File: config.mk
export PLATFORM = sky130hd
export DESIGN_NAME = bcast_ld4_unit
export DESIGN_NICKNAME = d
export VERILOG_FILES = /design/src/rtl/bld4_pkg.sv /design/src/rtl/bld4_decode.sv /design/src/rtl/bld4_replicate.sv /design/src/rtl/bcast_ld4_unit.sv
export SDC_FILE = /design/constraint.sdc
export NUM_CORES = 1
export LEC_CHECK = 0
export BUFFER_PORTS_ARGS = -buffer_cell sky130_fd_sc_hd__buf_2
export CORE_AREA = 2 2 181 183
export CTS_CLUSTER_DIAMETER = 120
export DETAILED_ROUTE_END_ITERATION = 7
export DIE_AREA = 0 0 183 185
export PLACE_DENSITY_LB_ADDON = 0.25
export SETUP_SLACK_MARGIN = 0.1
export SYNTH_ARGS = -nofsm -noshare
export SYNTH_HDL_FRONTEND = slang
export SYNTH_SLANG_ARGS = --single-unit
File: constraint.sdc
create_clock -name clk -period 2.9 [get_ports clk]
set_input_delay 0.58 -clock clk [delete_from_list [all_inputs] [get_ports clk]]
set_output_delay 0.58 -clock clk [all_outputs]
set_load 0.02 [all_outputs]
File: src/rtl/bld4_pkg.sv
package bld4_pkg;
   localparam int DST_IDX_W = 5;

   typedef enum logic [1:0] {S_IDLE, S_REQ, S_WAIT} bld4_state_t;
   typedef enum logic [1:0] {WB_NONE, WB_STEP, WB_INDEX} bld4_wb_t;

   function automatic logic [2:0] elem_bytes(input logic [1:0] sz);
      case (sz)
         2'b00:   elem_bytes = 3'd1;
         2'b01:   elem_bytes = 3'd2;
         default: elem_bytes = 3'd4;
      endcase
   endfunction
endpackage

File: src/rtl/bld4_decode.sv
module bld4_decode
   import bld4_pkg::*;
#(
   parameter int ADDR_W = 32,
   parameter int N_DST  = 4
) (
   input  logic                        dhi_i,
   input  logic [3:0]                  vd_i,
   input  logic [3:0]                  rn_i,
   input  logic [3:0]                  rm_i,
   input  logic [1:0]                  size_i,
   input  logic                        spaced_i,
   input  logic                        align_i,
   input  logic [ADDR_W-1:0]           base_i,
   output logic                        undef_o,
   output logic                        unpred_o,
   output logic                        misal_o,
   output logic [2:0]                  ebytes_o,
   output bld4_wb_t                    wbm_o,
   output logic [N_DST*DST_IDX_W-1:0]  dst_o
);
   localparam int SUM_W = DST_IDX_W + $clog2(2 * N_DST) + 1;

   logic [SUM_W-1:0] first_w, step_w, last_w;
   logic [4:0]       amask;
   logic [2:0]       shamt;

   assign first_w = SUM_W'({dhi_i, vd_i});
   assign step_w  = spaced_i ? SUM_W'(2) : SUM_W'(1);
   assign last_w  = first_w + SUM_W'(N_DST - 1) * step_w;

   for (genvar i = 0; i < N_DST; i++) begin : g_dst
      logic [SUM_W-1:0] num;
      assign num = first_w + SUM_W'(i) * step_w;
      assign dst_o[i*DST_IDX_W +: DST_IDX_W] = num[DST_IDX_W-1:0];
   end

   assign undef_o  = (size_i == 2'b11) && !align_i;
   assign unpred_o = (last_w[SUM_W-1:DST_IDX_W] != '0) || (rn_i == 4'hF);
   assign ebytes_o = elem_bytes(size_i);

   assign shamt = {2'b00, size_i[1]} + {2'b00, size_i[0]};
   always_comb begin
      if (!align_i && size_i != 2'b11) amask = 5'd0;
      else                             amask = 5'((6'd4 << shamt) - 6'd1);
   end
   assign misal_o = |(base_i[4:0] & amask);

   always_comb begin
      if (rm_i == 4'hF)      wbm_o = WB_NONE;
      else if (rm_i == 4'hD) wbm_o = WB_STEP;
      else                   wbm_o = WB_INDEX;
   end
endmodule

File: src/rtl/bld4_replicate.sv
module bld4_replicate #(
   parameter int DATA_W = 32,
   parameter int REG_W  = 64
) (
   input  logic [1:0]        size_i,
   input  logic [DATA_W-1:0] raw_i,
   output logic [REG_W-1:0]  rep_o
);
   localparam int N_BYTES = REG_W / 8;

   for (genvar b = 0; b < N_BYTES; b++) begin : g_lane
      localparam int H = b % 2;
      localparam int W = b % 4;
      assign rep_o[8*b +: 8] = (size_i == 2'b00) ? raw_i[7:0]     :
                               (size_i == 2'b01) ? raw_i[8*H +: 8] :
                                                   raw_i[8*W +: 8];
   end
endmodule

File: src/rtl/bcast_ld4_unit.sv
module bcast_ld4_unit
   import bld4_pkg::*;
#(
   parameter int ADDR_W = 32,
   parameter int DATA_W = 32,
   parameter int REG_W  = 64,
   parameter int N_DST  = 4
) (
   input  logic                        clk,
   input  logic                        rst_n,
   input  logic                        start_i,
   input  logic                        dhi_i,
   input  logic [3:0]                  vd_i,
   input  logic [3:0]                  rn_i,
   input  logic [1:0]                  size_i,
   input  logic                        spaced_i,
   input  logic                        align_i,
   input  logic [3:0]                  rm_i,
   input  logic [ADDR_W-1:0]           base_i,
   input  logic [ADDR_W-1:0]           index_i,
   output logic                        mem_req_o,
   input  logic                        mem_ready_i,
   output logic [ADDR_W-1:0]           mem_addr_o,
   output logic [2:0]                  mem_bytes_o,
   input  logic                        mem_rvalid_i,
   input  logic [DATA_W-1:0]           mem_rdata_i,
   output logic                        done_o,
   output logic [N_DST*DST_IDX_W-1:0]  wr_idx_o,
   output logic [N_DST*REG_W-1:0]      wr_data_o,
   output logic                        wb_en_o,
   output logic [ADDR_W-1:0]           wb_val_o,
   output logic                        undef_o,
   output logic                        unpred_o,
   output logic                        afault_o
);
   localparam int CNT_W = $clog2(N_DST);

   if (DATA_W < 32)        begin : g_bad_data  $error("DATA_W must hold a 4-byte element"); end
   if (REG_W % 32 != 0)    begin : g_bad_reg   $error("REG_W must be a multiple of 32"); end
   if (N_DST < 2)          begin : g_bad_dst   $error("N_DST must be at least 2"); end
   if (ADDR_W < 5)         begin : g_bad_addr  $error("ADDR_W too small for the alignment check"); end

   logic                       undef_c, unpred_c, misal_c;
   logic [2:0]                 eb_c;
   bld4_wb_t                   wbm_c;
   logic [N_DST*DST_IDX_W-1:0] dst_c;
   logic [REG_W-1:0]           rep_c;

   bld4_state_t               st_q;
   logic [CNT_W-1:0]          cnt_q;
   logic [ADDR_W-1:0]         addr_q, base_q, index_q;
   bld4_wb_t                  wbm_q;
   logic [2:0]                eb_q;
   logic [1:0]                size_q;
   logic                      capture;
   logic                      busy;

   bld4_decode #(.ADDR_W(ADDR_W), .N_DST(N_DST)) u_dec (
      .dhi_i(dhi_i), .vd_i(vd_i), .rn_i(rn_i), .rm_i(rm_i), .size_i(size_i),
      .spaced_i(spaced_i), .align_i(align_i), .base_i(base_i),
      .undef_o(undef_c), .unpred_o(unpred_c), .misal_o(misal_c),
      .ebytes_o(eb_c), .wbm_o(wbm_c), .dst_o(dst_c)
   );

   bld4_replicate #(.DATA_W(DATA_W), .REG_W(REG_W)) u_rep (
      .size_i(size_q), .raw_i(mem_rdata_i), .rep_o(rep_c)
   );

   assign capture     = (st_q == S_WAIT) && mem_rvalid_i;
   assign busy        = (st_q != S_IDLE);
   assign mem_req_o   = (st_q == S_REQ);
   assign mem_addr_o  = addr_q;
   assign mem_bytes_o = eb_q;

   for (genvar k = 0; k < N_DST; k++) begin : g_slot
      always_ff @(posedge clk or negedge rst_n) begin
         if (!rst_n)                                      wr_data_o[k*REG_W +: REG_W] <= '0;
         else if (capture && cnt_q == CNT_W'(k))          wr_data_o[k*REG_W +: REG_W] <= rep_c;
      end
   end

   always_ff @(posedge clk or negedge rst_n) begin
      if (!rst_n) begin
         st_q     <= S_IDLE;
         cnt_q    <= '0;
         addr_q   <= '0;
         base_q   <= '0;
         index_q  <= '0;
         wbm_q    <= WB_NONE;
         eb_q     <= 3'd1;
         size_q   <= 2'b00;
         wr_idx_o <= '0;
         wb_val_o <= '0;
         done_o   <= 1'b0;
         wb_en_o  <= 1'b0;
         undef_o  <= 1'b0;
         unpred_o <= 1'b0;
         afault_o <= 1'b0;
      end else begin
         done_o   <= 1'b0;
         wb_en_o  <= 1'b0;
         undef_o  <= 1'b0;
         unpred_o <= 1'b0;
         afault_o <= 1'b0;
         case (st_q)
            S_IDLE: if (start_i) begin
               if (undef_c)       undef_o  <= 1'b1;
               else if (unpred_c) unpred_o <= 1'b1;
               else if (misal_c)  afault_o <= 1'b1;
               else begin
                  st_q     <= S_REQ;
                  cnt_q    <= '0;
                  addr_q   <= base_i;
                  base_q   <= base_i;
                  index_q  <= index_i;
                  wbm_q    <= wbm_c;
                  eb_q     <= eb_c;
                  size_q   <= size_i;
                  wr_idx_o <= dst_c;
               end
            end
            S_REQ: if (mem_ready_i) st_q <= S_WAIT;
            S_WAIT: if (mem_rvalid_i) begin
               if (cnt_q == CNT_W'(N_DST - 1)) begin
                  st_q    <= S_IDLE;
                  done_o  <= 1'b1;
                  wb_en_o <= (wbm_q != WB_NONE);
                  wb_val_o <= (wbm_q == WB_STEP) ? base_q + ADDR_W'(N_DST) * ADDR_W'(eb_q)
                                                 : base_q + index_q;
               end else begin
                  st_q   <= S_REQ;
                  cnt_q  <= cnt_q + 1'b1;
                  addr_q <= addr_q + ADDR_W'(eb_q);
               end
            end
            default: st_q <= S_IDLE;
         endcase
      end
   end
endmodule

Yosys cells after proc, flatten, opt, wreduce, memory -nomap -nowiden:

Index checks and enable logic that the tools add are counted.

* flip-flop bits (word level): 420

* $add $sub $neg: 9
* multiply operators: 1
* equality and inequality tests: 20
* shift-type cells: 1
* mux-type cells: 51
* bitwise operators: 4
* reductions and logical operators: 21

Operators with widths (count)
* two-way mux 32 bit: 7
* one-hot mux 32 bit (2 select lines): 1
* two-way mux 8 bit: 5
* adder 32 x 3 -> 32 bit: 1
* adder 32 bit: 1
* adder 32 x 5 -> 32 bit: 1
* two-way mux 2 bit: 15
* two-way mux 1 bit: 19
* inequality test 2 bit (second input constant): 7
* == test 4 bit (second input constant): 3
* adder 5 bit: 2
* == test 2 x 1 -> 1 bit (second input constant): 5
* adder 5 x 9 -> 9 bit: 1
* multiplier 2 x 9 -> 9 bit (first input constant): 1
* == test 2 bit (second input constant): 4
* logical NOT 2 bit: 4
* logical AND 1 bit: 7
* AND reduction 7 bit: 1
* one-hot mux 2 bit (3 select lines): 1
* one-hot mux 3 bit (2 select lines): 1
* AND reduction 6 bit: 1
* AND 5 bit: 1
* two-way mux 5 bit: 1
* AND reduction 5 bit: 1
* 13 further kinds: 16

Depth between registers and ports, before layout:

Gate-level depths: netlist of run 1.

* depth after elaboration: 11
* mapped depth: 13
* depth with buffers taken out: 12

Cells and area by module:

A second synthesis of run 1 with hierarchy kept.

* cells, all modules: 1796
* area, all modules: 19960.4 um2

By module, submodules not included
* bcast_ld4_unit: times used 1, cells an instance 1651, area each 18800.5 um2, sequential area each 10511.3 um2
* bld4_replicate: times used 1, cells an instance 85, area each 689.4 um2, sequential area each 0.0 um2
* bld4_decode: times used 1, cells an instance 60, area each 470.5 um2, sequential area each 0.0 um2

Worst setup path before layout of run 1:

OpenSTA, ideal clock, no wires.

* path type: input to register
* start point: input spaced_i
* end point: register addr_q[0] (netlist: mem_addr_o[0])
* library setup time: 141 ps
* data arrival time: 2806 ps
* required time: 2759 ps
* slack: -47 ps
* cell stages on the path: 12
* path buffers: 2
* path through: inv_1 ha_1 ha_1 fa_1 a21oi_1 o21a_1 nand3_1 o31ai_1 and2_1 clkbuf_1 clkbuf_1 a31oi_1

* word-level cells in the longest chain between the ends: 7

RTL lines
* start, declared: line bcast_ld4_unit.sv:16 `input logic spaced_i,`
* two-way mux 2 bit: line bld4_decode.sv:29 `assign step_w = spaced_i ? SUM_W'(2) : SUM_W'(1);`
* multiplier 2 x 9 -> 9 bit: line bld4_decode.sv:30 `assign last_w = first_w + SUM_W'(N_DST - 1) * step_w;`
* adder 5 x 9 -> 9 bit
* nonzero test 4 bit: line bld4_decode.sv:39 `assign unpred_o = (last_w[SUM_W-1:DST_IDX_W] != '0) || (rn_i == 4'hF);`
* logical OR 1 bit: line bld4_decode.sv:39
* inequality test 2 bit (no source line)
* AND reduction 7 bit (no source line)
* end signal, assigned: line bcast_ld4_unit.sv:113 `addr_q <= base_i;`
* end signal, assigned: line bcast_ld4_unit.sv:133 `addr_q <= addr_q + ADDR_W'(eb_q);`
* end, declared: line bcast_ld4_unit.sv:51 `logic [ADDR_W-1:0] addr_q, base_q, index_q;`

No other way between the ends.
A chain may end at the register's enable or synchronous reset.

Worst setup path after layout of run 1:

* start point: register base_q[0]
* end point: register wb_val_o[26]

* word-level cells in the longest chain between the ends: 2
* elaborated cells on any way between the ends: 3

RTL lines
* start, declared: line bcast_ld4_unit.sv:51
* start signal, assigned: line bcast_ld4_unit.sv:114 `base_q <= base_i;`
* adder 32 bit or adder 32 x 5 -> 32 bit (tied branches): line bcast_ld4_unit.sv:129, bcast_ld4_unit.sv:128
* two-way mux 32 bit *: line bcast_ld4_unit.sv:128 `wb_val_o <= (wbm_q == WB_STEP) ? base_q + ADDR_W'(N_DST) * ADDR_W'(eb_q)`
* end signal, assigned: line bcast_ld4_unit.sv:128
* end, declared: line bcast_ld4_unit.sv:31 `output logic [ADDR_W-1:0] wb_val_o,`

Mark *: on every way between the ends. The rest lies on a longest branch, timed or not.

==> results.py, run 1 <==
metrics = {
    "pwr": {
        "power.total_mw": 24.3,
        "vdd.ir_drop.worst_mv": 0.652,
        "power_leakage_nw": 9.95,
        "power.density_nw_per_um2": 1270,
    },
    "clock_tree": {
        "cts_max_level": 1,
        "cts_made_buffers": 31,
        "clkTransAtPathRegs_ps": 60,
        "clockBufferDepth": 3,
        "clk_latency_ps": 570,
        "cts_tree": "built",
        "clock_tree.root_cell": "clkbuf_16",
        "cts.sinks": 290,
    },
    "route": {
        "drc_errors": 0,
        "detail-route-antenna-nets": 0,
        "wirelength_mm": 50.7,
        "drt-pass1-iter-count": 5,
        "route.vias.total": 14000,
        "drt-initial-drc-count": 941,
        "routedWlPerCell_um": 19.8,
        "vias_per_cell": 5.50,
    },
    "worst_setup_path": {
        "critical-path-top-delay-family": "compound AO/OA/AOI/OAI gates",
        "arrival_ps": 3230,
        "r2r_slack_ps": 120,
        "crit_slowest_cell": "dfrtp_1",
        "worstPathMaxFanout": 3,
        "cp-start-kind": "flop",
        "cp.buffers_inverters": 0,
        "worstSetupPathType": "reg -> reg",
        "cp-startpoint": "base_q[0]$_DFFE_PN0P_",
        "path_cells": "ha_2, fa_2, a21oi_2, o21ai_2, a311oi_2, o211ai_1, a41o_1, a221oi_2, mux2i_1, nand2_1",
        "endpoint_kind": "flop",
        "critPathMaxStageDelay_ps": 380,
        "rr_worst_depth": 10,
        "worstPathRequired_ps": 3340,
        "timing.rr.start": "base_q[0]$_DFFE_PN0P_",
        "rr_endpoint": "wb_val_o[26]$_DFFE_PN0P_",
    },
    "logic_synthesis": {
        "yosysSeqAreaShare_pct": 46.8,
        "syn_area_per_cell_um2": 8.86,
        "postSynth.asyncResetShare_pct": 100,
        "synthDistinctLibCells": 65,
        "yosys_warnings": 0,
        "synth_fp_nets": 1927,
        "synth_edf_count": 0,
        "synth-main-ff-cell": "dfrtp_1",
        "netlist_instances": 1751,
        "netlist_area_um2": 15500,
        "ys_ff_latch": 290,
    },
    "place": {
        "globalplace.congestion": 0.904,
        "port_buffers": 466,
        "dpl_worst_slack_ps": -230,
        "dp_hpwl_mm": 38.3,
        "placed_area_um2": 17900,
    },
    "timing": {
        "fmax_ghz": 0.360,
        "setup_viol": 0,
        "worst_pin_slew_ps": 735,
        "slew_viol_final": 0,
        "rsz0062_at_grt": "true",
        "skew_ps": 21.0,
        "fin_crit_sh_pct": 95.9,
        "fin_crit_ps": 2780,
        "final_hold_viol_count": 0,
        "relSlewSlack_pct": 51.0,
        "fin_ws_ps": 119,
        "whs_ps": 193,
    },
    "grt": {
        "grt_max_degree": 105,
        "first_global_vias": 13000,
        "grt_pass1_wl_mm": 75.8,
        "gr-total-overflow": 0,
        "antenna_found_initial": 3,
        "grt_usage_pct": 29.1,
    },
    "min_path": {
        "holdPathStages": 2,
        "min_to": "wbm_q[0]$_DFFE_PN0P_",
        "hold_class": "in -> reg",
        "min_from": "rm_i[1]",
    },
    "floorplanning": {
        "core_area_um2": 32000,
        "initial_core_util_pct": 48.4,
        "pin_count": 467,
        "rows": 66,
        "die-area_um2": 33900,
        "fp.dieW_um": 183,
        "fp.dieH_um": 185,
    },
    "final_layout": {
        "design_area_um2": 19100,
        "syn_to_final_growth_pct": 23.0,
        "seq_area_um2": 7260,
        "final_common_cell": "buf_2",
        "nNetsFinal": 2297,
        "final_util_pct": 59.5,
        "multi_input_area_um2": 7010,
        "fillers": 2881,
        "final_cell_mix": "465 x buf_2, 437 x nand2_1, 289 x dfrtp_1",
        "layout-drive-gt1-share_pct": 31.5,
    },
    "job": {
        "maxCapViolCount": 0,
    },
    "status": {
        "status": "finished clean",
    },
}
-- cell usage after synthesis (all sizes together), types with 5 or more instances --
master  number  share of area (%)
nand4       15               0.60
a21oi      112                3.7
nand3       37                1.2
ha          52                4.2
o211ai       6               0.32
nor2        84                2.0
a211oi       6               0.29
or3          6               0.24
nand2      438                 11
o221ai       5               0.28
and3        10               0.40
nor2b       11               0.44
and2         5               0.20
xor2        22                1.2
o21bai       5               0.24
dfrtp      289                 47
mux2        24                1.7
clkbuf      76                1.8
mux2i       26                1.7
o31ai        8               0.39
xnor2       34                1.9
a31oi       12               0.52
o21a         5               0.24
buf        139                6.5
o21ai      193                6.2
o22ai       16               0.65
and4         6               0.34
a21o        13               0.63
fa           6               0.77
nor3        11               0.39
inv         35               0.85
a22oi        6               0.29
-- through the flow --
step / cells / setup TNS, ps
2_1_floorplan: 1751 / 0
3_3_place_gp: 2491 / -2600
3_5_place_dp: 2491 / -5660
4_1_cts: 2547 / 0
5_1_grt: 2552 / -95.0
6_report: 2553 / 0
-- area by class of cell --
cell class / instances / area share, %
well taps: 408 / 2.68
clock inverters: 16 / 0.977
flip-flops and latches: 290 / 38.0
inverters: 35 / 0.689
repair buffers: 552 / 16.3
clock buffers: 39 / 4.54
multi-input cells: 1211 / 36.7
diodes: 2 / 0.0262
-- sequential cells by signal (all words and copies together), names as in the netlist, 3 cells and up --
name	flops
wr_idx_o	18
index_q	32
wb_val_o	32
wr_data_o	128
base_q	32
mem_bytes_o	3
mem_addr_o	32
-- timing repair --
item / CTS / global route
resized for setup: 2 / 24
hold buffers: 1 / 0
endpoints found under the hold margin: 52 / 0
pin swaps: 5 / 11
setup endpoints to repair: 4 / 21
setup buffers: 0 / 4
-- per-layer routing --
metal	vias up	part of all wire, %	track usage, %	routed length [µm]
li1	6570	-	-	-
met1	6765	43	40.5	21900
met2	620	44	44.3	22300
met3	91	8.8	6.25	4440
met4	2	3.8	11.2	1950
met5	-	0.26	2.81	130
-- worst max-delay path by stage --
| stage | end | cells after the start | slack, ps |
|---|---|---|---|
| 6_report | wb_val_o[26]$_DFFE_PN0P_ | 10 | 120 |
| 5_1_grt | wb_val_o[26]$_DFFE_PN0P_ | 10 | -70 |
| 4_1_cts | wb_val_o[26]$_DFFE_PN0P_ | 10 | 90 |
| 3_5_place_dp | mem_addr_o[16]$_DFFE_PN0P_ | 14 | -230 |
| 3_3_place_gp | mem_addr_o[16]$_DFFE_PN0P_ | 14 | -130 |
| 2_1_floorplan | mem_addr_o[18]$_DFFE_PN0P_ | 12 | 100 |
-- report_power, final --
| group | internal, mW | switching [mW] | total [mW] |
|---|---|---|---|
| registers | 5.79 | 1.72 | 7.51 |
| clock network | 2.39 | 1.69 | 4.08 |
| logic | 4.67 | 8.06 | 12.7 |
| total | 12.8 | 11.5 | 24.3 |
-- kinds of logic (layout without fill, tap and decap cells) --
group | count (synthesis) | after routing | synth area share, %
AO/OA/AOI/OAI | 410 | 410 | 15.2
XOR/XNOR | 56 | 56 | 3.16
adder cells (fa/ha/maj) | 58 | 58 | 4.97
buffers and inverters | 250 | 642 | 9.22
flip-flops | 290 | 290 | 46.8
multiplexers | 50 | 50 | 3.42
other | 0 | 2 | 0
AND/OR/NAND/NOR | 637 | 637 | 17.2
Note: power is estimated with default switching activity, not from simulation.
==> inputs of run 2 (changes only) <==
--- a/config.mk
+++ b/config.mk
@@ -6,10 +6,10 @@
 export NUM_CORES = 1
 export LEC_CHECK = 0
 export BUFFER_PORTS_ARGS = -buffer_cell sky130_fd_sc_hd__buf_2
-export CORE_AREA = 2 2 181 183
+export CORE_AREA = 2 2 248 128
 export CTS_CLUSTER_DIAMETER = 120
 export DETAILED_ROUTE_END_ITERATION = 7
-export DIE_AREA = 0 0 183 185
+export DIE_AREA = 0 0 250 130
 export PLACE_DENSITY_LB_ADDON = 0.25
 export SETUP_SLACK_MARGIN = 0.1
 export SYNTH_ARGS = -nofsm -noshare
==> results.py, run 2 (same netlist as run 1, synthesis figures left out) <==
metrics = {
    "min_path": {
        "hold_class": "in -> async",
    },
    "pwr": {
        "power.density_nw_per_um2": 1290,
        "vdd.ir_drop.worst_mv": 0.857,
        "power_leakage_nw": 10.0,
    },
    "timing": {
        "slew_viol_final": 0,
        "rsz0062_at_grt": "true",
        "fin_ws_ps": 134,
        "relSlewSlack_pct": 44.5,
        "fin_crit_sh_pct": 95.4,
        "fmax_ghz": 0.362,
        "fin_crit_ps": 2770,
        "final_hold_viol_count": 5,
        "setup_tns_ps": 0,
        "setup_viol": 0,
        "whs_ps": -33.1,
        "skew_ps": 18.5,
        "worst_pin_slew_ps": 833,
    },
    "place": {
        "port_buffers": 466,
        "globalplace.congestion": 0.943,
        "dpl_worst_slack_ps": -191,
        "dp_hpwl_mm": 36.7,
    },
    "route": {
        "route.vias.total": 14000,
        "drt-pass1-iter-count": 5,
        "wirelength_mm": 49.2,
        "dr_wl_met3_mm": 3.24,
        "drt-initial-drc-count": 1315,
        "maxUsedRoutingLayer": "met4",
        "wl_met1_mm": 23.9,
        "routedWlPerCell_um": 19.2,
        "detail-route-antenna-nets": 0,
        "drc_errors": 0,
        "met2_length_mm": 21.2,
        "vias_per_cell": 5.47,
    },
    "floorplanning": {
        "initial_core_util_pct": 50.5,
        "rows": 46,
        "core_area_um2": 30700,
        "fp.dieH_um": 130,
        "pin_count": 467,
        "die-area_um2": 32500,
        "fp.dieW_um": 250,
    },
    "final_layout": {
        "regMostFlops": "wr_data_o",
        "syn_to_final_growth_pct": 24.5,
        "final_common_cell": "buf_2",
        "final_util_pct": 62.9,
        "final_cell_mix": "465 x buf_2, 436 x nand2_1, 289 x dfrtp_1",
        "largest_reg_flops": 128,
        "insertedDiodeCount": 0,
        "nNetsFinal": 2307,
        "layout-drive-gt1-share_pct": 32.5,
    },
    "clock_tree": {
        "clkTransAtPathRegs_ps": 70,
        "clk_latency_ps": 560,
        "holdBufCountCts": 0,
        "cts.sinks": 290,
        "cts_max_level": 1,
        "clockBufferDepth": 3,
        "clock_tree.root_cell": "clkbuf_16",
        "cts_made_buffers": 28,
        "cts_tree": "built",
    },
    "worst_setup_path": {
        "worstPathRequired_ps": 3340,
        "worstSetupPathType": "reg -> reg",
        "worstPathMaxFanout": 4,
        "endpoint_kind": "flop",
        "arrival_ps": 3210,
        "cp-start-kind": "flop",
    },
    "status": {
        "status": "complete, but fails checks",
        "violations": "hold timing",
    },
    "grt": {
        "grt_max_degree": 73,
        "first_global_vias": 12800,
        "grt_usage_pct": 29.0,
        "gr-total-overflow": 0,
        "antenna_found_initial": 0,
        "grt_pass1_wl_mm": 73.8,
    },
    "job": {
        "maxCapViolCount": 0,
    },
}
run 2: report_power, final:
part           switching [mW]  internal (mW)  leakage, nW
sequential               1.70           5.79         3.70
clock                    1.65           2.44        0.494
combinational            8.27           5.05         5.82
total                    11.6           13.3         10.0
run 2: routing by layer:
| metal | track usage, % | vias up |
|---|---|---|
| li1 | - | 6584 |
| met1 | 45.8 | 6827 |
| met2 | 42.4 | 531 |
| met3 | 4.59 | 59 |
| met4 | 5.04 | 0 |
| met5 | 0 | - |
run 2: worst paths after layout:
path | startpoint | end | slack, ps | depth (start not counted)
setup / recovery | index_q[7]$_DFFE_PN0P_ | wb_val_o[26]$_DFFE_PN0P_ | 130 | 9
hold / removal | rst_n | mem_addr_o[6]$_DFFE_PN0P_ | -30 | 1
setup reg to reg | index_q[7]$_DFFE_PN0P_ | wb_val_o[26]$_DFFE_PN0P_ | 130 | 9
hold reg to reg | wr_idx_o[4]$_DFFE_PN0P_ | wr_idx_o[4]$_DFFE_PN0P_ | 480 | 2
max in group asynchronous | rst_n | wr_idx_o[8]$_DFFE_PN0P_ | 2150 | 2
min in group clk | index_i[20] | index_q[20]$_DFFE_PN0P_ | 210 | 3
run 2: repair_timing:
action / in CTS / in global routing
endpoints found under the setup margin: 10 / 21
pin swaps: 7 / 31
buffers inserted: 1 / 11
gates resized for setup: 13 / 42
run 2: critical path, cell delays in order (launching register included):
cell      delay [ps]
dfrtp_1          420
ha_4             270
a21o_1           160
a221o_1          410
a311oi_2         250
o211ai_1         210
a41o_2           370
a221oi_4         270
mux2i_1          230
nand2_1           60
run 2: cell type report:
class / instances / area (µm²)
Multi-Input combinational cell: 1211 / 7200
Timing Repair Buffer: 565 / 3210
Fill cell: 2649 / 11400
Inverter: 35 / 131
Tap cell: 408 / 510
Sequential cell: 290 / 7260
Clock buffer: 34 / 774
Clock inverter: 15 / 241
run 2: per-stage QoR:
stage / total power [mW] / instance area [µm²] / instances
6_report: 24.9 / 19300 / 2558
3_5_place_dp: 19.9 / 17900 / 2497
5_1_grt: 26.5 / 19300 / 2558
3_3_place_gp: 19.6 / 17900 / 2497
4_1_cts: 24.2 / 19000 / 2547
2_1_floorplan: 16.1 / 15500 / 1751
==> inputs of run 3 (changes only) <==
--- a/config.mk
+++ b/config.mk
@@ -5,11 +5,11 @@
 export SDC_FILE = /design/constraint.sdc
 export NUM_CORES = 1
 export LEC_CHECK = 0
-export BUFFER_PORTS_ARGS = -buffer_cell sky130_fd_sc_hd__buf_2
-export CORE_AREA = 2 2 248 128
+export CORE_AREA = 2 2 233 120
 export CTS_CLUSTER_DIAMETER = 120
 export DETAILED_ROUTE_END_ITERATION = 7
-export DIE_AREA = 0 0 250 130
+export DIE_AREA = 0 0 235 122
+export DONT_BUFFER_PORTS = 1
 export PLACE_DENSITY_LB_ADDON = 0.25
 export SETUP_SLACK_MARGIN = 0.1
 export SYNTH_ARGS = -nofsm -noshare
==> results.py, run 3 (same netlist as run 1, synthesis figures left out) <==
metrics = {
    "final_layout": {
        "syn_to_final_growth_pct": 7.76,
        "final_cell_mix": "437 x nand2_1, 287 x dfrtp_1, 174 x o21ai_0",
        "finalNonFillerCells": 2038,
        "nNetsFinal": 1834,
        "layout-drive-gt1-share_pct": 13.6,
        "insertedDiodeCount": 0,
        "regMostFlops": "wr_data_o",
        "largest_reg_flops": 128,
        "fillers": 2271,
        "final_common_cell": "nand2_1",
    },
    "timing": {
        "rsz0062_at_grt": "true",
        "fin_crit_sh_pct": 95.3,
        "whs_ps": -274,
        "relSlewSlack_pct": 24.7,
        "setup_viol": 0,
        "final_hold_viol_count": 289,
        "worst_pin_slew_ps": 1130,
        "fin_crit_ps": 2760,
        "slew_viol_final": 0,
        "skew_ps": 15.0,
        "fmax_ghz": 0.362,
        "setup_tns_ps": 0,
    },
    "clock_tree": {
        "cts_made_buffers": 27,
        "clkTransAtPathRegs_ps": 80,
        "cts_tree": "built",
        "clk_latency_ps": 560,
        "cts_max_level": 1,
        "clockBufferDepth": 3,
        "cts.sinks": 290,
        "clock_tree.root_cell": "clkbuf_16",
    },
    "place": {
        "globalplace.congestion": 0.954,
        "dp.cells": 1976,
        "port_buffers": 0,
        "dp_hpwl_mm": 34.0,
    },
    "route": {
        "vias_per_cell": 6.08,
        "drt-initial-drc-count": 1212,
        "routedWlPerCell_um": 22.9,
        "drt-pass1-iter-count": 5,
        "detail-route-antenna-nets": 0,
        "route.vias.total": 12400,
        "wirelength_mm": 46.7,
        "drc_errors": 0,
    },
    "worst_setup_path": {
        "rr_worst_depth": 10,
        "worstSetupPathType": "reg -> reg",
        "endpoint_kind": "flop",
        "worstPathRequired_ps": 3350,
        "timing.rr.start": "base_q[0]$_DFFE_PN0P_",
        "cp.buffers_inverters": 0,
        "worstPathMaxFanout": 3,
        "critical-path-top-delay-family": "compound AO/OA/AOI/OAI gates",
        "cp-start-kind": "flop",
        "path_cells": "ha_4, fa_2, a21oi_4, o21ai_2, a311oi_2, o211ai_1, a41o_2, a221oi_2, mux2i_1, nand2_1",
        "arrival_ps": 3210,
        "crit_slowest_cell": "dfrtp_1",
        "rr_endpoint": "wb_val_o[26]$_DFFE_PN0P_",
        "r2r_slack_ps": 140,
        "critPathMaxStageDelay_ps": 420,
    },
    "floorplanning": {
        "fp.dieW_um": 235,
        "fp.dieH_um": 122,
        "core_area_um2": 27000,
        "initial_core_util_pct": 57.6,
        "rows": 43,
        "die-area_um2": 28700,
        "pin_count": 467,
    },
    "grt": {
        "antenna_found_initial": 0,
        "grt_pass1_wl_mm": 70.1,
        "gr-total-overflow": 0,
        "first_global_vias": 11300,
        "grt_usage_pct": 31.4,
        "grt_max_degree": 291,
    },
    "job": {
        "maxCapViolCount": 0,
    },
    "status": {
        "status": "complete, but fails checks",
        "violations": "hold timing",
    },
    "pwr": {
        "power.density_nw_per_um2": 1350,
        "power_leakage_nw": 7.78,
        "vdd.ir_drop.worst_mv": 0.658,
    },
    "min_path": {
        "hold_class": "in -> async",
    },
}
## run 3: cell count changes in the layout (fill, tap and decap cells not counted), moves of 3 or more
| cell | delta |
|---|---|
| ha_1 | +4 |
| buf_2 | -465 |
| clkbuf_1 | +3 |
| buf_12 | -4 |
## run 3: how the worst max path moves through the flow
stage | startpoint | endpoint | slack [ps] | cells past startpoint
3_5_place_dp | spaced_i | mem_addr_o[1]$_DFFE_PN0P_ | -170 | 13
6_report | base_q[0]$_DFFE_PN0P_ | wb_val_o[26]$_DFFE_PN0P_ | 140 | 10
3_3_place_gp | base_q[0]$_DFFE_PN0P_ | wb_val_o[25]$_DFFE_PN0P_ | -30 | 11
2_1_floorplan | spaced_i | mem_addr_o[18]$_DFFE_PN0P_ | 100 | 12
4_1_cts | base_q[7]$_DFFE_PN0P_ | wb_val_o[28]$_DFFE_PN0P_ | 100 | 9
5_1_grt | base_q[0]$_DFFE_PN0P_ | wb_val_o[26]$_DFFE_PN0P_ | 20 | 10
## run 3: what timing repair did
item,CTS,global route
endpoints found under the setup margin,10,18
endpoints found under the hold margin,290,290
gates resized for setup,9,49
setup buffers,1,12
pin swaps,8,27
## run 3: area by class of cell
class	count	area [µm²]	share of cell area, %
repair buffers	93	764	4.57
clock inverters	15	214	1.28
flip-flops and latches	290	7260	43.4
clock buffers	34	722	4.32
multi-input cells	1211	7180	42.9
well taps	360	450	2.69
inverters	35	131	0.786
## run 3: through the flow
| stage | setup slack [ps] | total power, mW | util, % | hold WS [ps] | cell area, µm² |
|---|---|---|---|---|---|
| floorplan | 102 | 16.1 | - | 284 | 15500 |
| detailed placement | -168 | 18.0 | 57.1 | 289 | 15400 |
| global placement | -29.2 | 17.8 | 57.1 | 290 | 15400 |
| finish | 135 | 22.6 | 62.0 | -274 | 16700 |
| global route | 20.9 | 24.0 | 62.0 | -296 | 16700 |
| CTS | 101 | 22.0 | 60.7 | -289 | 16400 |
## run 3: power breakdown
part | switching, mW | leakage, nW | internal [mW]
Combinational | 4.72 | 3.62 | 3.60
Clock | 1.63 | 0.460 | 2.22
Sequential | 4.72 | 3.70 | 5.73
Total | 11.1 | 7.78 | 11.6
## run 3: worst register-to-register path: stages, from the launching register on
cell and delay, ps:
dfrtp_1 420, ha_4 200, fa_2 390, a21oi_4 160, o21ai_2 80, a311oi_2 310, o211ai_1 210, a41o_2 350
a221oi_2 280, mux2i_1 210, nand2_1 60
## run 3: routing by layer
layer	global-route usage [%]	part of all wire, %
met5	0	0
met4	4.98	1.6
met3	8.50	9.3
met2	44.5	42
met1	48.5	47
